[src/rtl/gpio_pkg.sv]
package gpio_pkg;
  localparam logic [7:0] OFS_MODE  = 8'h00;
  localparam logic [7:0] OFS_DIR   = 8'h04;
  localparam logic [7:0] OFS_DOUT  = 8'h08;
  localparam logic [7:0] OFS_DIN   = 8'h0C;
  localparam logic [7:0] OFS_STAT  = 8'h10;
  localparam logic [7:0] OFS_CLR   = 8'h14;
  localparam logic [7:0] OFS_MASK  = 8'h18;
  localparam logic [7:0] OFS_MSET  = 8'h1C;
  localparam logic [7:0] OFS_SENSE = 8'h20;
  localparam logic [7:0] OFS_EDGE  = 8'h24;
  localparam logic [7:0] OFS_DUAL  = 8'h4C;
endpackage

[src/rtl/gpio_sync.sv]
module gpio_sync #(
  parameter int W      = 32,
  parameter int STAGES = 2
) (
  input  logic         clk_i,
  input  logic         rst_ni,
  input  logic [W-1:0] d_i,
  output logic [W-1:0] q_o
);
  logic [W-1:0] stg_q [STAGES];

  always_ff @(posedge clk_i or negedge rst_ni) begin
    if (!rst_ni) begin
      for (int i = 0; i < STAGES; i++) stg_q[i] <= '0;
    end else begin
      stg_q[0] <= d_i;
      for (int i = 1; i < STAGES; i++) stg_q[i] <= stg_q[i-1];
    end
  end

  assign q_o = stg_q[STAGES-1];
endmodule

[src/rtl/gpio_pin_detect.sv]
module gpio_pin_detect (
  input  logic clk_i,
  input  logic rst_ni,
  input  logic s_i,
  input  logic int_en_i,
  input  logic edg_en_i,
  input  logic sense_i,
  input  logic dual_i,
  input  logic clr_i,
  output logic status_o
);
  logic prev_q, lat_q, rise, fall, hit, edge_mode;

  assign rise      = s_i & ~prev_q;
  assign fall      = ~s_i & prev_q;
  assign hit       = dual_i ? (rise | fall) : (sense_i ? fall : rise);
  assign edge_mode = int_en_i & edg_en_i;

  always_ff @(posedge clk_i or negedge rst_ni) begin
    if (!rst_ni) begin
      prev_q <= 1'b0;
      lat_q  <= 1'b0;
    end else begin
      prev_q <= s_i;
      // edge beats a same-cycle clear
      lat_q  <= edge_mode & (hit | (lat_q & ~clr_i));
    end
  end

  assign status_o = int_en_i & (edg_en_i ? lat_q : (s_i ^ sense_i));

  assert_hold_R6: assert property (@(posedge clk_i) disable iff (!rst_ni)
    (edge_mode && lat_q && !clr_i) |=> lat_q);
  assert_clear_R8: assert property (@(posedge clk_i) disable iff (!rst_ni)
    (edge_mode && lat_q && clr_i && !hit) |=> !lat_q);
  assert_edge_wins_R8: assert property (@(posedge clk_i) disable iff (!rst_ni)
    (edge_mode && hit) |=> lat_q);
  assert_no_latch_R11: assert property (@(posedge clk_i) disable iff (!rst_ni)
    !edge_mode |=> !lat_q);
endmodule

[src/rtl/gpio_bank.sv]
module gpio_bank #(
  parameter int NPINS = 32,
  parameter int AW    = 7,
  parameter int DW    = 32
) (
  input  logic          clk_i,
  input  logic          rst_ni,
  input  logic          req_i,
  input  logic          we_i,
  input  logic [AW-1:0] addr_i,
  input  logic [DW-1:0] wdata_i,
  output logic [DW-1:0] rdata_o,
  input  logic [NPINS-1:0] pin_i,
  output logic [NPINS-1:0] pin_o,
  output logic [NPINS-1:0] pin_oe_o,
  output logic          irq_o
);
  import gpio_pkg::*;

  logic [7:0]       offs;
  logic             wr, rd;
  logic [NPINS-1:0] mode_q, dir_q, dout_q, mask_q, sense_q, edge_q, dual_q;
  logic [NPINS-1:0] sync_s, status, clr, pend, din;
  logic [DW-1:0]    rmux;

  assign offs = 8'(addr_i);
  assign wr   = req_i & we_i;
  assign rd   = req_i & ~we_i;
  assign clr  = (wr && offs == OFS_CLR) ? wdata_i[NPINS-1:0] : '0;

  always_ff @(posedge clk_i or negedge rst_ni) begin
    if (!rst_ni) begin
      mode_q  <= '0;
      dir_q   <= '0;
      dout_q  <= '0;
      mask_q  <= '0;
      sense_q <= '0;
      edge_q  <= '0;
      dual_q  <= '0;
    end else if (wr) begin
      case (offs)
        OFS_MODE:  mode_q  <= wdata_i[NPINS-1:0];
        OFS_DIR:   dir_q   <= wdata_i[NPINS-1:0];
        OFS_DOUT:  dout_q  <= wdata_i[NPINS-1:0];
        OFS_MASK:  mask_q  <= wdata_i[NPINS-1:0];
        OFS_MSET:  mask_q  <= mask_q | wdata_i[NPINS-1:0];
        OFS_SENSE: sense_q <= wdata_i[NPINS-1:0];
        OFS_EDGE:  edge_q  <= wdata_i[NPINS-1:0];
        OFS_DUAL:  dual_q  <= wdata_i[NPINS-1:0];
        default: ;
      endcase
    end
  end

  gpio_sync #(.W(NPINS), .STAGES(2)) u_sync (
    .clk_i (clk_i),
    .rst_ni(rst_ni),
    .d_i   (pin_i),
    .q_o   (sync_s)
  );

  for (genvar g = 0; g < NPINS; g++) begin : g_pin
    gpio_pin_detect u_det (
      .clk_i   (clk_i),
      .rst_ni  (rst_ni),
      .s_i     (sync_s[g]),
      .int_en_i(mode_q[g]),
      .edg_en_i(edge_q[g]),
      .sense_i (sense_q[g]),
      .dual_i  (dual_q[g]),
      .clr_i   (clr[g]),
      .status_o(status[g])
    );
  end

  assign pin_oe_o = dir_q & ~mode_q;
  assign pin_o    = dout_q;
  assign din      = sync_s & ~pin_oe_o;
  assign pend     = status & mask_q;

  always_comb begin
    rmux = '0;
    case (offs)
      OFS_MODE:  rmux = DW'(mode_q);
      OFS_DIR:   rmux = DW'(dir_q);
      OFS_DOUT:  rmux = DW'(dout_q);
      OFS_DIN:   rmux = DW'(din);
      OFS_STAT:  rmux = DW'(status);
      OFS_MASK:  rmux = DW'(mask_q);
      OFS_SENSE: rmux = DW'(sense_q);
      OFS_EDGE:  rmux = DW'(edge_q);
      OFS_DUAL:  rmux = DW'(dual_q);
      default:   rmux = '0;
    endcase
  end

  always_ff @(posedge clk_i or negedge rst_ni) begin
    if (!rst_ni) begin
      rdata_o <= '0;
      irq_o   <= 1'b0;
    end else begin
      if (rd) rdata_o <= rmux;
      irq_o <= |pend;
    end
  end

  assert_irq_set_R10: assert property (@(posedge clk_i) disable iff (!rst_ni)
    (|pend) |=> irq_o);
  assert_irq_clr_R10: assert property (@(posedge clk_i) disable iff (!rst_ni)
    !(|pend) |=> !irq_o);
  assert_mask_set_R9: assert property (@(posedge clk_i) disable iff (!rst_ni)
    (wr && offs == OFS_MSET) |=>
      ((mask_q & $past(wdata_i[NPINS-1:0])) == $past(wdata_i[NPINS-1:0])));
  assert_oe_R3: assert property (@(posedge clk_i) disable iff (!rst_ni)
    (wr && offs == OFS_MODE) |=> ((pin_oe_o & $past(wdata_i[NPINS-1:0])) == '0));
endmodule

[config.mk]
export PLATFORM = sky130hd
export DESIGN_NAME = gpio_bank
export DESIGN_NICKNAME = d
export VERILOG_FILES = /design/src/rtl/gpio_pkg.sv /design/src/rtl/gpio_sync.sv /design/src/rtl/gpio_pin_detect.sv /design/src/rtl/gpio_bank.sv
export SDC_FILE = /design/constraint.sdc
export NUM_CORES = 1
export LEC_CHECK = 0
export ABC_AREA = 1
export BUFFER_PORTS_ARGS = -buffer_cell sky130_fd_sc_hd__buf_2
export CORE_MARGIN = 3
export CORE_UTILIZATION = 42
export DETAILED_ROUTE_END_ITERATION = 16
export HOLD_SLACK_MARGIN = 0.06
export PLACE_DENSITY = 0.66
export SYNTH_ARGS = -nofsm -noshare
export SYNTH_HDL_FRONTEND = slang
export SYNTH_SLANG_ARGS = --single-unit
[constraint.sdc]
create_clock -name clk_i -period 1.48 [get_ports clk_i]
set_input_delay 0 -clock clk_i [delete_from_list [all_inputs] [get_ports clk_i]]
set_output_delay 0 -clock clk_i [all_outputs]
set_load 0.02 [all_outputs]
## After elaboration in Yosys (flattened, before gate mapping)

Cells that the tools add are included.

| cells by class | value |
|---|---|
| equal/unequal tests | 10 |
| muxes and demuxes | 99 |
| bitwise gates (word level) | 393 |
| reductions and logical operators | 11 |

Operator list:

| cell | number |
|---|---|
| $pmux 32 s9 | 1 |
| $and 1x1->1 | 194 |
| $not 1->1 | 97 |
| $and 32x32->32 | 3 |
| $mux 1 | 96 |
| $not 32->32 | 2 |
| $or 1x1->1 | 64 |
| $pmux 32 s2 | 1 |
| $mux 32 | 1 |
| $or 32x32->32 | 1 |
| $reduce_or 32->1 | 1 |
| $xor 1x1->1 | 32 |
| $eq 7x5->1 const B | 4 |
| $eq 7x4->1 const B | 2 |
| $eq 7x6->1 const B | 2 |
| $reduce_and 2->1 | 7 |
| $logic_not 8->1 | 1 |
| $eq 7x3->1 const B | 1 |
| $eq 7x7->1 const B | 1 |
| $reduce_bool 2->1 | 1 |
| $logic_and 1x1->1 | 1 |

| word-level totals | value |
|---|---|
| bits in registers | 385 |
| bits of input ports | 75 |
| output and inout bits | 97 |
| logic and storage cells | 588 |

## Depth between registers and ports, before layout

Gate-level depths: netlist of the first run.

| depth | value |
|---|---|
| depth after elaboration | 7 |
| gate-level depth with buffers | 11 |
| depth with buffers taken out | 10 |

## Cells and area by module

Synthesis of the first run repeated with hierarchy kept, for this count alone.

| second synthesis, totals | value |
|---|---|
| cells, all modules | 2,657 |
| area total of the unflattened synthesis | 20,628.5 µm² |

Modules (own cells, without submodules):

| module | times used | cells each | area an instance (µm²) | seq. area each (µm²) |
|---|---|---|---|---|
| gpio_bank | 1 | 1,665 | 12,901.1 | 6,431.2 |
| gpio_pin_detect | 32 | 28 | 183.9 | 50.0 |
| gpio_sync | 1 | 96 | 1,841.8 | 1,601.5 |

## Worst setup path before layout of the first run

OpenSTA, ideal clock, no wires.

| timing path | value |
|---|---|
| path kind | reg2reg |
| start | register mode_q[1] |
| end | register rdata_o[1] |
| library setup time | 0.117 ns |
| arrival | 1.154 ns |
| required time | 1.363 ns |
| path slack | 0.208 ns |
| cell stages (with the launch flop) | 9 |
| path buffers | 0 |
| clock period less this slack | 1.272 ns |
| path through | dfrtp_1 > nor2_1 > nor2_1 > nand3_1 > nand2_1 > nor2_1 > nand3_1 > nand2_1 > nand2_1 |

| on the way | value |
|---|---|
| cells in the longest elaborated chain, start to end | 5 |
| elaborated cells between the ends (all ways) | 6 |
| those cells by class | mux (1); bitwise (5) |

Ends and longest elaborated chain:

| element | line | RTL |
|---|---|---|
| from (decl) | gpio_bank.sv:22 | `logic [NPINS-1:0] mode_q, dir_q, dout_q, mask_q, sense_q, edge_q, dual_q;` |
| from (signal assigned) | gpio_bank.sv:42 | `OFS_MODE: mode_q <= wdata_i[NPINS-1:0];` |
| $not 32->32 | gpio_bank.sv:76 | `assign pin_oe_o = dir_q & ~mode_q;` |
| $and 32x32->32 | gpio_bank.sv:76 |  |
| net pin_oe_o[1] | gpio_bank.sv:15 | `output logic [NPINS-1:0] pin_oe_o,` |
| $not 32->32 | gpio_bank.sv:78 | `assign din = sync_s & ~pin_oe_o;` |
| $and 32x32->32 | gpio_bank.sv:78 |  |
| $pmux 32 s9 | gpio_bank.sv:83 | `case (offs)` |
| to (signal assigned) | gpio_bank.sv:102 | `if (rd) rdata_o <= rmux;` |
| to (decl) | gpio_bank.sv:12 | `output logic [DW-1:0] rdata_o,` |

The timed path passes the listed nets, and every way through them passes these cells.
A chain may end at the register's enable or synchronous reset.

## Final worst setup path of the first run

| timing path | value |
|---|---|
| start | register mode_q[0] |
| end | output port pin_oe_o[0] |

| on the way | value |
|---|---|
| cells in the longest elaborated chain, start to end | 2 |

Ends and longest elaborated chain:

| element | line |
|---|---|
| $not 32->32 | gpio_bank.sv:76 |
| $and 32x32->32 | gpio_bank.sv:76 |
| to (decl) | gpio_bank.sv:15 |

Every way passes these cells.

==> metrics.cfg, run 1 <==
[logic_synthesis]
synth_xor_area_frac=0
muxShareOfSynthArea=0
synth_cell_types=26
synth.area.top_cells=dfrtp_1, nand2_1, nand3_1
synth_top_area_share=0.508
synth_commonest_cells=nand2_1, dfrtp_1, nand3_1, inv_1, o21ai_0
synth_edf_count=0
yosys.area_share.simple=0.280
synth_area_leader_cell=dfrtp_1
synth_flop_cell=dfrtp_1
seq_area_frac_synth=0.508
syn_nets=2541
synthCells=2402
syn_area_mm2=0.0190
syn_avg_cell_area_um2=7.90
ys_ff_latch=385
async_reset_ff_frac=1.00
ys_warn_count=0
yosysMostFrequentCell=nand2_1
synth_top_family_by_area=simple AND/OR/NAND/NOR gates
yosys.area_share.adder=0.0422
synth_compound_area_frac=0.0958

[grt]
grt.total_usage=0.249
grt_pass1_wl_um=93800
gr-total-overflow=0
grt_max_degree=66
antenna_found_initial=2
grt_pass1_vias=17500

[die]
core_area_mm2=0.0444
fp.dieW_um=219
initial_core_util=0.427
design.die.area_mm2=0.0478
rows=77
chipHeight_um=219
num_io_pins=172

[layout]
syn_to_final_growth_pct=26.1
drive_gt1_frac=0.156
final_nets=2884
antennaDiodeCount=0
layoutNonFillerInstCount=3371
fill_cells=4071
utilization=0.539

[pwr]
p_leak_nw=12.1
comb_power_share=0.095
seq_power_share=0.469
power.internal_w=0.0182
pwr-share-clk=0.436
p_sw_w=0.00626
peakVddDrop_mv=0.811
power_switching_share=0.256
cellPowerDensity_mw_per_mm2=1020

[clocking]
numCtsBuffers=44
clkTransAtPathRegs_ns=0.06
clockBufferDepth=3
worstSkewPairLatency_ns=0.58
root_buffer=clkbuf_16
h-tree-depth=2
cts_tree=yes
cts.sink_count=385

[setup_path]
crit_type=flip-flop to primary output
crit_required_ns=1.48
cp_max_fo=4
crit_path_start_kind=flip-flop
arrival_ns=1.42
r2r_setup_slack_ns=0.06
end_kind=primary output

[sta]
finalClockSkew_ns=0.0162
fin_crit_ns=1.42
clock.fmax_mhz=702
hold_viol_final=0
setup_viol_count_final=0
worst_slew_pin_slew_ns=0.450
finalCritPeriodShare=0.962
rsz0062_at_grt=yes
max-slew-margin-rel=0.700
tns_ns=0
drv_slew=0

[placement]
globalplace.congestion=0.883
dpl.hpwl_um=39800
placed_cells=3191
io_buffers=171

[detailed_routing]
ant_nets=0
drcViolationCount=0
wire_per_inst_um=17.5
firstDrtPassIters=5
vias=17500
viasPerCell=5.20
drt_iter0_markers=1507
drt-total-wl_um=59100

[run_status]
status=complete, no violations

[run]
drv_cap=0

[min_path]
min_path_type=input pin to flip-flop

final timing paths:
check                                 start               endpoint  depth (start not counted)
setup reg to reg                 sense_q[3]                  irq_o                         10
hold reg to reg            u_sync.stg_q[47]         u_sync.q_o[15]                          0
hold / removal                     pin_i[6]       u_sync.stg_q[38]                          2
setup / recovery                  mode_q[0]            pin_oe_o[0]                          3
max in group asynchronous            rst_ni              pin_o[26]                          4
min in group asynchronous            rst_ni  g_pin[4].u_det.prev_q                          3
cells in the final DEF (no fill, tap or decap), drive strengths merged:
| cell | count |
|---|---|
| dfrtp | 385 |
| dlygate4sd3 | 92 |
| nand2 | 771 |
| nor2 | 168 |
| ha | 64 |
| inv | 244 |
| clkbuf | 70 |
| a21boi | 17 |
| nand3b | 17 |
| nand3 | 301 |
| o21ai | 306 |
| a21oi | 32 |
| or2 | 1 |
| clkinv | 8 |
| buf | 303 |
cell families (layout without fill, tap and decap cells):
kind of cell | after synthesis | count (layout)
buf+inv | 340 | 717
fa+ha+maj | 64 | 64
flops | 385 | 385
compound gates | 355 | 355
simple gates | 1258 | 1258
timing repair:
action / CTS / global route
pin swaps: 2 / 4
gates resized for setup: 21 / 28
hold endpoints to repair: 705 / 0
setup buffers: 4 / 5
endpoints found under the setup margin: 15 / 21
hold buffers: 92 / 0
per-stage QoR:
step	cell area, um^2	total power [W]	setup slack (ns)	hold slack, ns
6_report	23900	0.0244	0.0564	0.0790
5_1_grt	23900	0.0254	-0.0409	0.0692
4_1_cts	23800	0.0246	0.00133	0.0605
3_5_place_dp	21400	0.0137	-0.109	-0.0439
3_3_place_gp	21400	0.0136	-0.0756	-0.0468
2_1_floorplan	19000	0.0126	0.208	-0.296
final cells by class:
type / instances / area [um^2] / share of cell area
clock buffers: 70 / 1350 / 0.0564
clock inverters: 10 / 61.3 / 0.00256
multi-input cells: 1677 / 8070 / 0.337
inverters: 242 / 908 / 0.0380
repair buffers: 395 / 3170 / 0.132
well taps: 592 / 741 / 0.0309
flip-flops and latches: 385 / 9640 / 0.403
routing by layer:
metal,vias to the layer above,global-route usage,part of all wire
met4,0,0.0778,0.028
met5,-,0,0
met3,119,0.0528,0.081
li1,8362,-,-
met2,665,0.404,0.46
met1,8370,0.335,0.43
critical path, stage by stage (launching register included):
cell     delay (ns)
dfrtp_1        0.42
nor2_2         0.17
buf_4          0.13
buf_4          0.13
power by group through the flow:
stage | clock network, W | logic (W) | registers [W]
after floorplan | 0 | 0.00104 | 0.0116
after global placement | 0 | 0.00203 | 0.0116
after detailed placement | 0 | 0.00209 | 0.0116
after CTS | 0.0109 | 0.00231 | 0.0114
after global routing | 0.0113 | 0.00260 | 0.0115
final | 0.0106 | 0.00232 | 0.0115
Note: power is estimated with default switching activity, not from simulation.
==> run 2: changes to the inputs <==
Settings changed: CELL_PAD_IN_SITES_DETAIL_PLACEMENT set to 0, CELL_PAD_IN_SITES_GLOBAL_PLACEMENT set to 1, CORE_MARGIN 3 to unset, PLACE_DENSITY 0.66 to 0.82.
==> run 2 against run 1 <==
Register-to-register slack better by 0.03 ns. Clock power is 6% higher. Worst setup slack worse by 0.023 ns. Non-clock buffer count is 29 lower. Wire length is 0.94% higher. Global-route usage is 1.2 points higher. Total power is 2.1% higher.
==> metrics.cfg, run 2 (same netlist as run 1, synthesis figures left out) <==
[pwr]
finalPower_w=0.0249  ; +2.1%
p_leak_nw=12.1  ; -0.66%
cellPowerDensity_mw_per_mm2=1040  ; +2.5%
peakVddDrop_mv=0.771  ; -4.9%

[die]
fp.dieW_um=215  ; -1.8%
core_area_mm2=0.0444  ; unchanged
chipHeight_um=215  ; -1.8%
initial_core_util=0.427  ; unchanged
rows=77  ; unchanged
design.die.area_mm2=0.0460  ; -3.6%
num_io_pins=172  ; unchanged

[grt]
grt.total_usage=0.261  ; +0.0122
grt_pass1_vias=16700  ; -4.2%
grt_pass1_wl_um=93900  ; +0.15%
grt_max_degree=68  ; +3.0%
gr-total-overflow=0  ; unchanged
antenna_found_initial=0  ; -2

[setup_path]
cpPeakStageDelay_ns=0.43  ; about the same
worstReg2RegEnd=irq_o
crit_end=pin_oe_o[9]
r2r_cells=9  ; -1
arrival_ns=1.45  ; +0.03 ns
critPathTopFamily=flip-flops
path_depth=3  ; unchanged
crit_required_ns=1.48  ; about the same
startpoint=mode_q[9]
cp_max_fo=5  ; +1
regToRegStartpoint=u_sync.q_o[6]
r2r_setup_slack_ns=0.09  ; +0.03 ns
crit_path_start_kind=flip-flop
critPathBufInv=2  ; unchanged
crit_type=flip-flop to primary output
crit_slowest_cell=dfrtp_1
crit_path_cell_trace=nor2_2 > buf_4 > buf_2
end_kind=primary output

[sta]
setup_viol_count_final=0  ; unchanged
worst_slew_pin_slew_ns=1.01  ; +0.557 ns
fin_crit_ns=1.45  ; +0.0232 ns
clock.fmax_mhz=691  ; -1.6%
hold_slack_ns=0.0822  ; +0.00321 ns
finalCritPeriodShare=0.978  ; +0.0157
hold_viol_final=0  ; unchanged
finalClockSkew_ns=0.0215  ; +0.00528 ns
max-slew-margin-rel=0.328  ; -0.372
rsz0062_at_grt=yes
worst_slack_ns=0.0332  ; -0.0232 ns
drv_slew=0  ; unchanged

[detailed_routing]
drt_iter0_markers=1365  ; -9.4%
ant_nets=0  ; unchanged
vias=17300  ; -1.1%
firstDrtPassIters=6  ; +1
drcViolationCount=0  ; unchanged
drt-total-wl_um=59700  ; +0.94%
wire_per_inst_um=17.9  ; +1.8%
viasPerCell=5.18  ; -0.29%

[placement]
post_dp_cell_area_mm2=0.0213  ; -0.58%
globalplace.congestion=0.882  ; about the same
io_buffers=171  ; unchanged
dpl.hpwl_um=38300  ; -3.6%
pre_cts_ws_ns=0.00804  ; +0.117 ns
placed_cells=3165  ; -0.81%

[run]
drv_cap=0  ; unchanged

[layout]
fill_cells=4151  ; +2.0%
antennaDiodeCount=0  ; unchanged
mostFrequentLayoutCell=nand2_1
drive_gt1_frac=0.150  ; -0.00605
layoutNonFillerInstCount=3343  ; -0.83%
final_cell_mix=nand2_1, dfrtp_1, nand3_1, inv_1, o21ai_0
final_nets=2856  ; -0.97%
syn_to_final_growth_pct=25.6
stdcell_area_mm2=0.0238  ; -0.37%

[min_path]
min_path_type=input pin to flip-flop

[clocking]
root_buffer=clkbuf_16
cts_tree=yes
clkTransAtPathRegs_ns=0.05  ; about the same
numCtsBuffers=45  ; +2.3%
clockBufferDepth=3  ; unchanged
worstSkewPairLatency_ns=0.58  ; about the same
h-tree-depth=2  ; unchanged
cts.sink_count=385  ; unchanged

[run_status]
status=complete, no violations

-- run 2: layout make-up --
cell class | instances | area, um^2 | area share
multi-input cells | 1677 | 8060 | 0.338
inverters | 242 | 908 | 0.0381
clock buffers | 69 | 1400 | 0.0587
well taps | 592 | 741 | 0.0311
clock inverters | 12 | 96.3 | 0.00404
flip-flops and latches | 385 | 9640 | 0.404
repair buffers | 366 | 3000 | 0.126
-- run 2: stage by stage --
stage / util / setup TNS (ns)
after global placement: 0.479 / 0
after global routing: 0.537 / -0.0230
after floorplan: - / 0
after detailed placement: 0.479 / 0
final: 0.537 / 0
after CTS: 0.535 / 0
-- run 2: layer usage --
layer	share of wire	up-vias	GRT usage
met3	0.061	93	0.0404
met1	0.46	8374	0.372
met2	0.46	540	0.415
met4	0.021	0	0.0660
li1	-	8314	-
met5	0	-	0
-- run 2: worst register-to-register path, cell delays in order (launching register included) --
cell	delay [ns]
dfrtp_1	0.39
inv_1	0.07
nand2_1	0.06
nand3b_1	0.12
nand3_1	0.11
nand2_1	0.09
nor2_2	0.16
nand2_1	0.12
nor2_1	0.12
nand2_1	0.05
-- run 2: worst min-delay path by stage --
stage	endpoint	cells after the start	slack [ns]	startpoint
3_5_place_dp	sense_q[6]	1	-0.08	rst_ni
2_1_floorplan	dir_q[0]	0	-0.30	rst_ni
4_1_cts	u_sync.stg_q[40]	2	0.06	pin_i[8]
5_1_grt	u_sync.stg_q[33]	2	0.07	pin_i[1]
6_report	u_sync.stg_q[34]	2	0.08	pin_i[2]
3_3_place_gp	g_pin[6].u_det.prev_q	1	-0.09	rst_ni
-- run 2: where the power goes --
| part | internal, W | switching [W] | leakage (nW) |
|---|---|---|---|
| Combinational | 0.000869 | 0.00141 | 6.22 |
| Sequential | 0.0110 | 0.000446 | 5.10 |
| Clock | 0.00666 | 0.00452 | 0.736 |
| Total | 0.0185 | 0.00638 | 12.1 |
-- run 2: timing repair --
action	4_1_cts	5_1_grt
resized for setup	19	25
pin swaps	2	6
hold buffers	88	0
setup buffers	4	5
hold endpoints to repair	673	0
setup endpoints to repair	14	15
==> run 3: changes to the inputs <==
Settings changed: SETUP_SLACK_MARGIN set to 0.15.
==> run 3 against run 2 <==
Flip-flop and latch count unchanged. Fmax rose by 4.3%. Total power grew 0.87%. Global-route usage increased by 0.40 points. Final area up 3.5%. Via count is 1.6% higher. Clock skew rose by 0.00086 ns. Clock power barely moved. Critical endpoint is now pin_oe_o[26].
==> metrics.cfg, run 3 (same netlist as run 1, synthesis figures left out) <==
[setup_path]
critPathTopFamily=flip-flops
crit_top_cell=buf_6
regToRegStartpoint=sense_q[30]
crit_type=flip-flop to primary output
end_kind=primary output
startpoint=dir_q[26]
crit_path_start_kind=flip-flop
arrival_ns=1.39  ; -0.06 ns
crit_required_ns=1.48  ; about the same
cp_max_fo=2  ; -3
crit_slowest_cell=dfrtp_1
crit_path_cell_trace=inv_2 > nor2_2 > buf_6 > buf_6
cpPeakStageDelay_ns=0.37  ; -0.06 ns
critPathBufInv=3  ; +1

[clocking]
cts.sink_count=385  ; unchanged
h-tree-depth=2  ; unchanged
clkTransAtPathRegs_ns=0.06  ; about the same
clockBufferDepth=3  ; unchanged
worstSkewPairLatency_ns=0.58  ; about the same
numCtsBuffers=45  ; unchanged
cts_tree=yes
root_buffer=clkbuf_16

[layout]
mostFrequentLayoutCell=nand2_1
final_cell_mix=nand2_1, dfrtp_1, nand3_1, inv_1, o21ai_0
syn_to_final_growth_pct=30.1
final_nets=2917  ; +2.1%
drive_gt1_frac=0.187  ; +0.0373
stdcell_area_mm2=0.0247  ; +3.5%
fill_cells=4056  ; -2.3%
utilization=0.556  ; +0.0190
antennaDiodeCount=0  ; unchanged

[die]
initial_core_util=0.427  ; unchanged
core_area_mm2=0.0444  ; unchanged
chipHeight_um=215  ; unchanged
design.die.area_mm2=0.0460  ; unchanged
fp.dieW_um=215  ; unchanged
num_io_pins=172  ; unchanged
rows=77  ; unchanged

[placement]
post_dp_cell_area_mm2=0.0213  ; unchanged
io_buffers=171  ; unchanged
globalplace.congestion=0.882  ; unchanged
dpl.hpwl_um=38300  ; unchanged
pre_cts_ws_ns=0.00804  ; unchanged

[detailed_routing]
drt-total-wl_um=60500  ; +1.4%
firstDrtPassIters=6  ; unchanged
vias=17600  ; +1.6%
wire_per_inst_um=17.8  ; -0.38%
drcViolationCount=0  ; unchanged
viasPerCell=5.17  ; -0.18%
drt_iter0_markers=1375  ; +0.73%
ant_nets=0  ; unchanged

[run]
drv_cap=0  ; unchanged

[run_status]
status=complete, no violations

[sta]
worst_slew_pin_slew_ns=1.02  ; +0.0110 ns
hold_slack_ns=0.0847  ; +0.00247 ns
fin_crit_ns=1.39  ; -0.0592 ns
setup_viol_count_final=0  ; unchanged
max-slew-margin-rel=0.320  ; -0.00733
finalCritPeriodShare=0.938  ; -0.0400
rsz0062_at_grt=yes
hold_viol_final=0  ; unchanged
drv_slew=0  ; unchanged
finalClockSkew_ns=0.0223  ; +0.000856 ns
worst_slack_ns=0.0923  ; +0.0592 ns
tns_ns=0  ; unchanged
clock.fmax_mhz=721  ; +4.3%

[pwr]
p_sw_w=0.00643  ; +0.76%
p_leak_nw=12.4  ; +2.6%
comb_power_share=0.100  ; +0.009
seq_power_share=0.456  ; -0.004
peakVddDrop_mv=0.765  ; -0.78%
power.internal_w=0.0187  ; +0.91%
pwr-share-clk=0.444  ; -0.005
cellPowerDensity_mw_per_mm2=1020  ; -2.6%
power_switching_share=0.256  ; -0.000287

[grt]
grt_pass1_wl_um=95400  ; +1.7%
antenna_found_initial=0  ; unchanged
grt_max_degree=68  ; unchanged
gr-total-overflow=0  ; unchanged
grt_pass1_vias=17100  ; +2.1%
grt.total_usage=0.265  ; +0.00402

[min_path]
min_path_type=input pin to flip-flop
hp-start=pin_i[8]

[run 3: cell count changes in the layout (fill, tap and decap cells not counted), moves of 18 or more]
cell	previous run	this run
buf_4	80	125
buf_6	1	41
inv_1	235	214
nor2_4	13	31
buf_2	162	138
inv_2	7	28
[run 3: final timing paths]
check,slack (ns),depth (start not counted),end
worst max register to register,0.11,9,irq_o
min in group asynchronous,0.46,3,g_pin[6].u_det.prev_q
worst min register to register,0.34,0,u_sync.q_o[30]
worst min-delay path,0.08,2,u_sync.stg_q[40]
max in group asynchronous,0.27,4,mode_q[5]
worst max-delay path,0.09,4,pin_oe_o[26]
[run 3: cell type report]
cell class                 instances  area [um^2]  area share
clock inverter                    12         96.3     0.00390
inverter                         242          908      0.0368
tap                              592          741      0.0300
multi-input combinational       1677         8230       0.333
timing repair buffer             427         3670       0.149
sequential                       385         9650       0.391
clock buffer                      69         1400      0.0567
[run 3: metal layers]
| metal | GRT usage | routed length, um |
|---|---|---|
| met2 | 0.425 | 27900 |
| met1 | 0.376 | 27400 |
| met3 | 0.0401 | 4010 |
| met4 | 0.0669 | 1220 |
| met5 | 0 | 0 |
[run 3: per-stage QoR]
stage          cells  power, W
6_report        3404    0.0251
5_1_grt         3404    0.0262
4_1_cts         3388    0.0253
3_5_place_dp    3165    0.0137
3_3_place_gp    3165    0.0136
2_1_floorplan   2402    0.0126
[run 3: power groups by stage]
stage	clock [W]	sequential, W	combinational [W]
global route	0.0118	0.0115	0.00280
detailed placement	0	0.0116	0.00206
floorplan	0	0.0116	0.00104
global placement	0	0.0116	0.00202
CTS	0.0114	0.0114	0.00247
finish	0.0112	0.0114	0.00252
[run 3: repair_timing]
action                                  CTS  global route
hold buffers                             88             0
gates cloned                              0             0
endpoints found under the setup margin   33            45
setup buffers                            54            16
resized for setup                       127            53
endpoints found under the hold margin   673             0
pin swaps                                29            19
